--- config.mk ---
export PLATFORM = sky130hd
export DESIGN_NAME = core_bank_window
export DESIGN_NICKNAME = d
export VERILOG_FILES = /design/src/rtl/cpw_pkg.sv /design/src/rtl/cpw_decode.sv /design/src/rtl/cpw_bank.sv /design/src/rtl/cpw_rdmux.sv /design/src/rtl/core_bank_window.sv
export SDC_FILE = /design/constraint.sdc
export NUM_CORES = 1
export LEC_CHECK = 0
export BUFFER_PORTS_ARGS = -buffer_cell sky130_fd_sc_hd__buf_4
export CAP_MARGIN = 20
export CORE_MARGIN = 2
export CORE_UTILIZATION = 53
export DETAILED_ROUTE_END_ITERATION = 12
export PLACE_DENSITY_LB_ADDON = 0.05
export SLEW_MARGIN = 15
export SYNTH_ARGS = -nofsm -noshare
export SYNTH_HDL_FRONTEND = slang
export SYNTH_SLANG_ARGS = --single-unit
--- constraint.sdc ---
create_clock -name clk -period 2.4 [get_ports clk]
set_input_delay 0.48 -clock clk [delete_from_list [all_inputs] [get_ports clk]]
set_output_delay 0.48 -clock clk [all_outputs]
set_load 0.005 [all_outputs]
--- src/rtl/cpw_pkg.sv ---
package cpw_pkg;

    localparam int WORD_W   = 32;
    localparam int OFF_W    = 4;
    localparam int ADDR_W   = OFF_W + 1;
    localparam int MASK_W   = 6;
    localparam int PIN_W    = 6;
    localparam int PIN_MAX  = 5;
    localparam int PEND_BIT = 1;

    localparam logic [MASK_W-1:0] MASK_RESET = 6'h32;
    localparam logic [WORD_W-1:0] CMP_RESET  = 32'hFFFF_FFFF;

    typedef enum logic [OFF_W-1:0] {
        REG_CTRL     = 4'd0,
        REG_PEND     = 4'd1,
        REG_MASK     = 4'd2,
        REG_MASK_CLR = 4'd3,
        REG_MASK_SET = 4'd4,
        REG_ROUTE    = 4'd5,
        REG_PEER     = 4'd6,
        REG_WHOAMI   = 4'd7,
        REG_CMP_LO   = 4'd8,
        REG_CMP_HI   = 4'd9,
        REG_NONE     = 4'd15
    } reg_kind_e;

    typedef struct packed {
        logic              cmp_pend;
        logic [MASK_W-1:0] mask;
        logic              route_flag;
        logic [PIN_W-1:0]  route_pin;
        logic [WORD_W-1:0] cmp;
    } bank_state_t;

    function automatic reg_kind_e off_kind(input logic [OFF_W-1:0] off);
        reg_kind_e k;
        case (off)
            4'd0:    k = REG_CTRL;
            4'd1:    k = REG_PEND;
            4'd2:    k = REG_MASK;
            4'd3:    k = REG_MASK_CLR;
            4'd4:    k = REG_MASK_SET;
            4'd5:    k = REG_ROUTE;
            4'd6:    k = REG_PEER;
            4'd7:    k = REG_WHOAMI;
            4'd8:    k = REG_CMP_LO;
            4'd9:    k = REG_CMP_HI;
            default: k = REG_NONE;
        endcase
        return k;
    endfunction

    function automatic logic route_ok(input logic [WORD_W-1:0] d);
        return int'(d[PIN_W-1:0]) <= PIN_MAX;
    endfunction

endpackage

--- src/rtl/cpw_decode.sv ---
module cpw_decode import cpw_pkg::*; #(
    parameter int NUM_CORES = 4,
    parameter int CORE_W    = 2
) (
    input  logic                              req_valid,
    input  logic                              req_write,
    input  logic [CORE_W-1:0]                 req_core,
    input  logic [ADDR_W-1:0]                 req_addr,
    input  logic [NUM_CORES-1:0][CORE_W-1:0]  peer_vec,
    output logic [CORE_W-1:0]                 bank_idx,
    output reg_kind_e                         kind,
    output logic [NUM_CORES-1:0]              wr_sel,
    output logic                              rd_en
);

    logic remote;

    always_comb begin
        remote   = req_addr[ADDR_W-1];
        // remote window follows the requester's peer pointer
        bank_idx = remote ? peer_vec[req_core] : req_core;
        kind     = off_kind(req_addr[OFF_W-1:0]);
        rd_en    = req_valid && !req_write;
        for (int i = 0; i < NUM_CORES; i++) begin
            wr_sel[i] = req_valid && req_write && (bank_idx == CORE_W'(i));
        end
    end

endmodule

--- src/rtl/cpw_bank.sv ---
module cpw_bank import cpw_pkg::*; #(
    parameter int NUM_CORES = 4,
    parameter int CORE_W    = 2
) (
    input  logic              clk,
    input  logic              rst,
    input  logic              wr_en,
    input  reg_kind_e         kind,
    input  logic [WORD_W-1:0] wdata,
    input  logic              hit,
    output bank_state_t       st,
    output logic [CORE_W-1:0] peer
);

    logic peer_ok;
    assign peer_ok = wdata < WORD_W'(NUM_CORES);

    always_ff @(posedge clk) begin
        if (rst) begin
            st.cmp_pend   <= 1'b0;
            st.mask       <= MASK_RESET;
            st.route_flag <= 1'b1;
            st.route_pin  <= '0;
            st.cmp        <= CMP_RESET;
            peer          <= '0;
        end else begin
            if (wr_en) begin
                case (kind)
                    REG_MASK_CLR: st.mask <= st.mask & ~wdata[MASK_W-1:0];
                    REG_MASK_SET: st.mask <= st.mask | wdata[MASK_W-1:0];
                    REG_ROUTE: begin
                        if (route_ok(wdata)) begin
                            st.route_pin  <= wdata[PIN_W-1:0];
                            st.route_flag <= wdata[WORD_W-1];
                        end
                    end
                    REG_PEER: begin
                        if (peer_ok) begin
                            peer <= wdata[CORE_W-1:0];
                        end
                    end
                    REG_CMP_LO: st.cmp <= wdata;
                    default: ;
                endcase
            end
            // a match strobe outranks the clear from a compare write
            if (hit) begin
                st.cmp_pend <= 1'b1;
            end else if (wr_en && kind == REG_CMP_LO) begin
                st.cmp_pend <= 1'b0;
            end
        end
    end

endmodule

--- src/rtl/cpw_rdmux.sv ---
module cpw_rdmux import cpw_pkg::*; #(
    parameter int NUM_CORES = 4,
    parameter int CORE_W    = 2
) (
    input  bank_state_t [NUM_CORES-1:0]       st_vec,
    input  logic [NUM_CORES-1:0][CORE_W-1:0]  peer_vec,
    input  logic [CORE_W-1:0]                 bank_idx,
    input  reg_kind_e                         kind,
    output logic [WORD_W-1:0]                 rd_word
);

    bank_state_t sel;

    always_comb begin
        sel = st_vec[bank_idx];
        case (kind)
            REG_PEND:   rd_word = WORD_W'(sel.cmp_pend) << PEND_BIT;
            REG_MASK:   rd_word = WORD_W'(sel.mask);
            REG_ROUTE:  rd_word = {sel.route_flag, {(WORD_W-1-PIN_W){1'b0}}, sel.route_pin};
            REG_PEER:   rd_word = WORD_W'(peer_vec[bank_idx]);
            REG_WHOAMI: rd_word = WORD_W'(bank_idx);
            REG_CMP_LO: rd_word = sel.cmp;
            default:    rd_word = '0;
        endcase
    end

endmodule

--- src/rtl/core_bank_window.sv ---
module core_bank_window import cpw_pkg::*; #(
    parameter  int NUM_CORES = 4,
    localparam int CORE_W    = (NUM_CORES > 1) ? $clog2(NUM_CORES) : 1
) (
    input  logic                 clk,
    input  logic                 rst,
    input  logic                 req_valid,
    input  logic                 req_write,
    input  logic [CORE_W-1:0]    req_core,
    input  logic [ADDR_W-1:0]    req_addr,
    input  logic [WORD_W-1:0]    req_wdata,
    input  logic [NUM_CORES-1:0] cmp_hit,
    output logic                 rsp_valid,
    output logic [WORD_W-1:0]    rsp_rdata,
    output logic                 cmp_wr_valid,
    output logic [CORE_W-1:0]    cmp_wr_core,
    output logic [WORD_W-1:0]    cmp_wr_data
);

    bank_state_t [NUM_CORES-1:0]      st_vec;
    logic [NUM_CORES-1:0][CORE_W-1:0] peer_vec;
    logic [CORE_W-1:0]                bank_idx;
    reg_kind_e                        kind;
    logic [NUM_CORES-1:0]             wr_sel;
    logic                             rd_en;
    logic [WORD_W-1:0]                rd_word;

    cpw_decode #(.NUM_CORES(NUM_CORES), .CORE_W(CORE_W)) dec_i (
        .req_valid (req_valid),
        .req_write (req_write),
        .req_core  (req_core),
        .req_addr  (req_addr),
        .peer_vec  (peer_vec),
        .bank_idx  (bank_idx),
        .kind      (kind),
        .wr_sel    (wr_sel),
        .rd_en     (rd_en)
    );

    for (genvar g = 0; g < NUM_CORES; g++) begin : g_bank
        cpw_bank #(.NUM_CORES(NUM_CORES), .CORE_W(CORE_W)) bank_i (
            .clk   (clk),
            .rst   (rst),
            .wr_en (wr_sel[g]),
            .kind  (kind),
            .wdata (req_wdata),
            .hit   (cmp_hit[g]),
            .st    (st_vec[g]),
            .peer  (peer_vec[g])
        );
    end

    cpw_rdmux #(.NUM_CORES(NUM_CORES), .CORE_W(CORE_W)) mux_i (
        .st_vec   (st_vec),
        .peer_vec (peer_vec),
        .bank_idx (bank_idx),
        .kind     (kind),
        .rd_word  (rd_word)
    );

    always_ff @(posedge clk) begin
        if (rst) begin
            rsp_valid    <= 1'b0;
            rsp_rdata    <= '0;
            cmp_wr_valid <= 1'b0;
            cmp_wr_core  <= '0;
            cmp_wr_data  <= '0;
        end else begin
            rsp_valid    <= rd_en;
            rsp_rdata    <= rd_en ? rd_word : '0;
            cmp_wr_valid <= req_valid && req_write && kind == REG_CMP_LO;
            cmp_wr_core  <= bank_idx;
            cmp_wr_data  <= req_wdata;
        end
    end

endmodule

### Word level (Yosys, flattened, before mapping)

Memories as Yosys holds them, arrays and structs flattened.
Index checks and enable logic that the tools add are counted.

| storage, ports and cells | value |
|---|---|
| flip-flop bits (word level) | 260 |
| ROM bits | 64 |
| input port bits | 47 |
| output and inout bits | 68 |
| logic and storage cells | 110 |
| memories | 1 |

| cells by class | value |
|---|---|
| $lt $le $gt $ge | 4 |
| equal/unequal tests | 11 |
| muxes and demuxes | 20 |
| bitwise gates (word level) | 10 |
| reductions and logical operators | 35 |

Memories:

| memory | words | bits a word | rd ports | clocked after Yosys merged registers in | wr ports | line | text |
|---|---|---|---|---|---|---|---|
| (name not given) | 16 | 4 | 1 | 0 | 0 | cpw_pkg.sv:38 | `case (off)` |

Operators by type and width:

| kind | count |
|---|---|
| case mux 32 bit (6 select lines) | 1 |
| binary-select mux 46 bit (select 2 bit) | 1 |
| case mux 6 bit (2 select lines) | 4 |
| two-way mux 46 bit | 1 |
| less-than comparator 32 x 3 -> 1 bit, second input constant | 1 |
| bitwise AND 6 bit | 4 |
| bitwise OR 6 bit | 4 |
| AND reduction 3 bit | 8 |
| equality test 4 x 3 -> 1 bit, second input constant | 4 |
| AND reduction 2 bit | 8 |
| logical AND 1 bit | 11 |
| nonzero test 2 bit | 5 |
| binary-select mux 2 bit (select 2 bit) | 2 |
| equality test 4 x 2 -> 1 bit, second input constant | 2 |
| two-way mux 1 bit | 8 |
| <= comparator 6 x 3 -> 1 bit, second input constant | 1 |
| less-than comparator 2 x 3 -> 1 bit, second input constant | 2 |
| two-way mux 2 bit | 3 |
| inverter 6 bit | 1 |
| equality test 2 bit, second input constant | 2 |
| equality test 4 x 1 -> 1 bit, second input constant | 1 |
| equality test 4 bit, second input constant | 1 |
| equality test 2 x 1 -> 1 bit, second input constant | 1 |
| logical NOT 2 bit | 1 |
| other kinds (3) | 3 |

### Depth between registers and ports, before layout

| depth | value |
|---|---|
| depth after elaboration | 8 |
| depth in mapped cells | 10 |
| gate-level depth less buffers | 6 |

### By module

From an unflattened synthesis, not the netlist that was laid out.

| unflattened totals | value |
|---|---|
| cells, all modules | 1162 |
| area, all modules | 11372.2 sq um |

By module, submodules not included:

| module | instances | cells each | area an instance (sq um) | sequential area each (sq um) |
|---|---|---|---|---|
| cpw_bank | 4 | 218 | 1924.3 | 960.9 |
| core_bank_window | 1 | 144 | 1840.5 | 1361.3 |
| cpw_rdmux | 1 | 126 | 1646.6 | 0.0 |
| cpw_decode | 1 | 20 | 187.7 | 0.0 |

### Least setup slack after synthesis

Ideal clock, no wire load.

| path | value |
|---|---|
| path type | input port to flip-flop |
| start point | in req_core[0] |
| end point | reg rsp_rdata[31] |
| library setup time | 0.119 ns |
| data arrival time | 2.273 ns |
| data required time | 2.281 ns |
| path slack | 0.007 ns |
| stages | 8 |
| buffers on the path | 2 |
| cells stage by stage | buf_2 mux2i_1 o21ba_2 nor2_2 buf_4 mux4_2 a22oi_1 nor2_1 |

| between the ends | value |
|---|---|
| word-level cells in the longest chain between the ends | 6 |

Ends and longest elaborated chain:

| item | line | text |
|---|---|---|
| start, declared | core_bank_window.sv:9 | `input logic [CORE_W-1:0] req_core,` |
| binary-select mux 2 bit (select 2 bit) | cpw_decode.sv:21 | `bank_idx = remote ? peer_vec[req_core] : req_core;` |
| two-way mux 2 bit (not written as such) | cpw_decode.sv:21 |  |
| two-way mux 2 bit (*) | cpw_decode.sv:21 |  |
| binary-select mux 46 bit (select 2 bit) (*) | cpw_rdmux.sv:15 | `sel = st_vec[bank_idx];` |
| two-way mux 46 bit (not written as such) (*) | cpw_rdmux.sv:15 |  |
| case mux 32 bit (6 select lines) (*) | cpw_rdmux.sv:16 | `case (kind)` |
| end signal, assigned | core_bank_window.sv:70 | `rsp_rdata <= rd_en ? rd_word : '0;` |
| end, declared | core_bank_window.sv:14 | `output logic [WORD_W-1:0] rsp_rdata,` |

Every way passes the cells marked *; elsewhere a longest branch is shown, timed or not. The select of a mux whose other input is x is not followed.
A chain may end at the register's enable or synchronous reset.

### Worst setup path in the final report

| path | value |
|---|---|
| start point | reg g_bank[0].bank_i.peer[1] |
| end point | reg rsp_rdata[3] |

| between the ends | value |
|---|---|
| word-level cells in the longest chain between the ends | 6 |

Ends and longest elaborated chain:

| item | line | text |
|---|---|---|
| start, declared | cpw_bank.sv:12 | `output logic [CORE_W-1:0] peer` |
| start signal, assigned | cpw_bank.sv:39 | `peer <= wdata[CORE_W-1:0];` |
| binary-select mux 2 bit (select 2 bit) | cpw_decode.sv:21 |  |
| two-way mux 2 bit (not written as such) | cpw_decode.sv:21 |  |
| two-way mux 2 bit | cpw_decode.sv:21 |  |
| binary-select mux 46 bit (select 2 bit) | cpw_rdmux.sv:15 |  |
| two-way mux 46 bit (not written as such) | cpw_rdmux.sv:15 |  |
| case mux 32 bit (6 select lines) | cpw_rdmux.sv:16 |  |

No other way between the ends. The select of a mux whose other input is x is not followed.

==> flow_summary.html <==
<table>
<tr><th>Metric</th><th>Value</th></tr>
<tr><th colspan="2">STA</th></tr>
<tr><td>Share of the clock period used by the worst path after layout</td><td>89.25%</td></tr>
<tr><td>RSZ-0062 raised after global routing</td><td>no</td></tr>
<tr><td>Total negative slack</td><td>0 ns</td></tr>
<tr><td>Final count of hold timing violations</td><td>0</td></tr>
<tr><td>Setup violations, final</td><td>0</td></tr>
<tr><td>Maximum frequency from static timing analysis</td><td>0.4669 GHz</td></tr>
<tr><td>Worst-Margin Slew</td><td>0.8289 ns</td></tr>
<tr><td>Fin Clk Skew</td><td>0.009844 ns</td></tr>
<tr><td>Slack of the critical path</td><td>0.2581 ns</td></tr>
<tr><td>Final critical delay including setup and external delays</td><td>2.142 ns</td></tr>
<tr><td>Final hold slack</td><td>0.1562 ns</td></tr>
<tr><td>Worst-case headroom to the max-slew limit</td><td>44.74%</td></tr>
<tr><td>Fin. max-slew vios</td><td>0</td></tr>
<tr><th colspan="2">Global route</th></tr>
<tr><td>Pin count of the biggest net entering global routing</td><td>128</td></tr>
<tr><td>Vias in the first global route</td><td>8,454</td></tr>
<tr><td>Remaining global-route overflow</td><td>0</td></tr>
<tr><td>Antenna violations before repair</td><td>0</td></tr>
<tr><td>Wire length of the first global-routing pass</td><td>45.51 mm</td></tr>
<tr><td>Global-route total usage across every layer</td><td>26.16%</td></tr>
<tr><th colspan="2">Worst setup path</th></tr>
<tr><td>Arrival time reported for the critical path endpoint</td><td>2.54 ns</td></tr>
<tr><td>Crit path kind</td><td>reg2reg</td></tr>
<tr><td>Type of element launching the critical path</td><td>flop</td></tr>
<tr><td>WP data required</td><td>2.80 ns</td></tr>
<tr><td>Critical Path End Type</td><td>flop</td></tr>
<tr><td>Max FO, Critical Path</td><td>12</td></tr>
<tr><th colspan="2">Placement</th></tr>
<tr><td>Half-perimeter wire length of the detailed placement result</td><td>18.42 mm</td></tr>
<tr><td>Number of instances in the placed design</td><td>1,508</td></tr>
<tr><td>Weighted congestion reported at the end of routability-driven placement</td><td>0.9092</td></tr>
<tr><td>Post-DP Area</td><td>0.01241 sq mm</td></tr>
<tr><td>Total of buffers placed on input and output ports</td><td>114</td></tr>
<tr><td>Worst-case setup slack after placement</td><td>-0.04855 ns</td></tr>
<tr><th colspan="2">Synthesis</th></tr>
<tr><td>Simple logic cell fraction of the synthesized area</td><td>29.36%</td></tr>
<tr><td>Xor and xnor fraction of the mapped netlist area</td><td>0%</td></tr>
<tr><td>Yosys cell types</td><td>61</td></tr>
<tr><td>Proportion of register bits with asynchronous set or reset after synthesis</td><td>0%</td></tr>
<tr><td>Adder-cell share of the synthesized area</td><td>0%</td></tr>
<tr><td>Syn Area/Cell</td><td>9.572 sq um</td></tr>
<tr><td>Synthesized netlist net count</td><td>1,174</td></tr>
<tr><td>Number of enable flip-flop cells after synthesis</td><td>0</td></tr>
<tr><td>Cell type with the highest aggregate area in the netlist</td><td>dfxtp_1</td></tr>
<tr><td>Post-Synthesis Cells</td><td>1,127</td></tr>
<tr><td>Synth Warn #</td><td>0</td></tr>
<tr><td>Most frequent cell after synthesis</td><td>nand2_1</td></tr>
<tr><td>Cell types with the largest area share after synthesis</td><td>dfxtp_1, nand2_1, nand3b_1, mux4_2, mux2i_1</td></tr>
<tr><td>Area of the mapped netlist</td><td>0.01079 sq mm</td></tr>
<tr><td>Multiplexer fraction of the synthesized cell area</td><td>11.60%</td></tr>
<tr><td>Predominant post-synthesis flop cell</td><td>dfxtp_1</td></tr>
<tr><td>Area share of the leading cell type in the synthesized netlist</td><td>48.25%</td></tr>
<tr><td>Most common library cells after synthesis</td><td>nand2_1, dfxtp_1, nand3b_1, nor2_1, clkbuf_1</td></tr>
<tr><td>Compound-cell area share of the yosys netlist</td><td>6.681%</td></tr>
<tr><td>Dominant combinational cell family by area after synthesis</td><td>simple AND/OR/NAND/NOR gates</td></tr>
<tr><td>Portion of the post-synthesis area used by sequential elements</td><td>48.25%</td></tr>
<tr><td>Seq cells post-synth</td><td>260</td></tr>
<tr><th colspan="2">Detailed routing</th></tr>
<tr><td>DR iter-0 viols</td><td>638</td></tr>
<tr><td>Number of routed nets with antenna violations</td><td>0</td></tr>
<tr><td>Detailed-route DRC error count</td><td>0</td></tr>
<tr><td>Vias per Instance</td><td>5.493</td></tr>
<tr><td>DRT Wirelength</td><td>28.03 mm</td></tr>
<tr><td>Count of vias placed by the detailed router</td><td>8,547</td></tr>
<tr><td>First drt pass iteration count</td><td>4</td></tr>
<tr><td>Routed length per placed instance</td><td>18.01 microns</td></tr>
<tr><th colspan="2">Die</th></tr>
<tr><td>Num rows</td><td>52</td></tr>
<tr><td>Starting density of the core</td><td>53.66%</td></tr>
<tr><td>Die Footprint</td><td>0.02151 sq mm</td></tr>
<tr><td>Die Y-Extent</td><td>146.7 microns</td></tr>
<tr><td>Width of the chip</td><td>146.7 microns</td></tr>
<tr><td>IO Pins</td><td>115</td></tr>
<tr><td>Core ar.</td><td>0.02010 sq mm</td></tr>
<tr><th colspan="2">Clock tree</th></tr>
<tr><td>Clock latency on the worst-skew pair</td><td>0.53 ns</td></tr>
<tr><td>Number of H-tree levels</td><td>1</td></tr>
<tr><td>Clock sinks</td><td>260</td></tr>
<tr><td>Clock-pin slew of the registers on the worst-case setup and hold paths</td><td>0.06 ns</td></tr>
<tr><td>Clock tree from TritonCTS</td><td>built</td></tr>
<tr><td>Resized Gates After CTS</td><td>0</td></tr>
<tr><td>Number of hold buffers added after cts</td><td>0</td></tr>
<tr><td>Clk buf depth</td><td>3</td></tr>
<tr><td>Clock Tree Root</td><td>clkbuf_16</td></tr>
<tr><td>Clock buffers created by TritonCTS</td><td>27</td></tr>
<tr><td>Buffers inserted by post-CTS timing repair</td><td>0</td></tr>
<tr><th colspan="2">Finish</th></tr>
<tr><td>Number of diodes</td><td>0</td></tr>
<tr><td>Number of nets in the layout</td><td>1,314</td></tr>
<tr><td>Core occupancy in the finished layout</td><td>66.13%</td></tr>
<tr><td>Final instance area</td><td>0.01330 sq mm</td></tr>
<tr><td>Share of layout cells above drive strength 1</td><td>24.11%</td></tr>
<tr><td>Non-filler instance count after layout</td><td>1,556</td></tr>
<tr><td>Area added between synthesis and finish</td><td>23.24%</td></tr>
<tr><th colspan="2">Power</th></tr>
<tr><td>Total power after layout</td><td>9.116 mW</td></tr>
<tr><td>Max VDD drop</td><td>0.0005299 V</td></tr>
<tr><td>Leakage dissipation</td><td>5.730 nW</td></tr>
<tr><td>Cell area power density</td><td>685.7 mW/mm^2</td></tr>
<tr><th colspan="2">Outcome</th></tr>
<tr><td>Run status</td><td>finished clean</td></tr>
<tr><th colspan="2">Min path</th></tr>
<tr><td>Kind of path behind the tightest hold check</td><td>in2reg</td></tr>
<tr><th colspan="2">Run</th></tr>
<tr><td>Max-capacitance violation count</td><td>0</td></tr>
</table>
==> placed cells by master (no fill, tap or decap), types with 9 or more instances in the layout <==
master,count
a21oi_1,17
a311o_1,9
and2_1,34
buf_12,16
buf_4,182
clkbuf_16,27
dfxtp_1,260
mux2i_1,35
mux4_2,36
nand2_1,287
nand3_1,28
nand3b_1,128
nand4_1,9
nor2_1,43
nor2b_1,35
o21ai_0,11
==> metal layers <==
metal  track usage (%)  part of all wire, %  up-vias
li1                  -                    -     4160
met1             35.50                   45     4128
met2             43.99                   47      208
met3             3.688                  4.7       51
met4             7.233                  2.7        0
met5                 0                    0        -
==> layout make-up <==
type,count,area (sq um)
fill,1667,6809
sequential,260,5205
multi-input combinational,777,5174
timing repair buffer,198,1687
clock buffer,39,800.8
tap,270,337.8
clock inverter,9,80.08
inverter,3,11.26
==> sequential cells by signal, indices dropped and copies added (netlist names), named ones only <==
signal / cells
cmp_wr_core: 2
cmp_wr_data: 32
cmp_wr_valid: 1
g_bank.bank_i.peer: 8
g_bank.bank_i.st: 160
rsp_rdata: 32
rsp_valid: 1
==> worst max-delay path, cell delays in order (launching register included) <==
cell	delay (ns)
dfxtp_1	0.39
mux2i_1	0.15
o21ba_2	0.25
nor2_4	0.17
buf_4	0.27
buf_4	0.25
mux4_2	0.32
nand2_1	0.11
o21ai_0	0.11
==> logic make-up after synthesis <==
kind of cell	count (synthesis)
simple gates	609
flops	260
buf+inv	90
compound gates	89
mux	79
==> power by group <==
group	internal (mW)	switching, mW
combinational	0.287	0.341
clock	2.42	1.69
sequential	4.37	0.0178
total	7.07	2.05
==> final timing paths <==
| path | slack (ns) | depth (start not counted) | startpoint | end |
|---|---|---|---|---|
| max | 0.26 | 8 | g_bank[0].bank_i.peer[1]$_SDFFE_PP0P_ | rsp_rdata[3]$_SDFF_PP0_ |
| min | 0.16 | 3 | cmp_hit[3] | g_bank[3].bank_i.st[45]$_SDFFE_PP0P_ |
| max reg2reg | 0.26 | 8 | g_bank[0].bank_i.peer[1]$_SDFFE_PP0P_ | rsp_rdata[3]$_SDFF_PP0_ |
| min reg2reg | 0.46 | 1 | g_bank[2].bank_i.st[31]$_SDFFE_PP1P_ | g_bank[2].bank_i.st[31]$_SDFFE_PP1P_ |
Power figures use the tool's default switching activity.
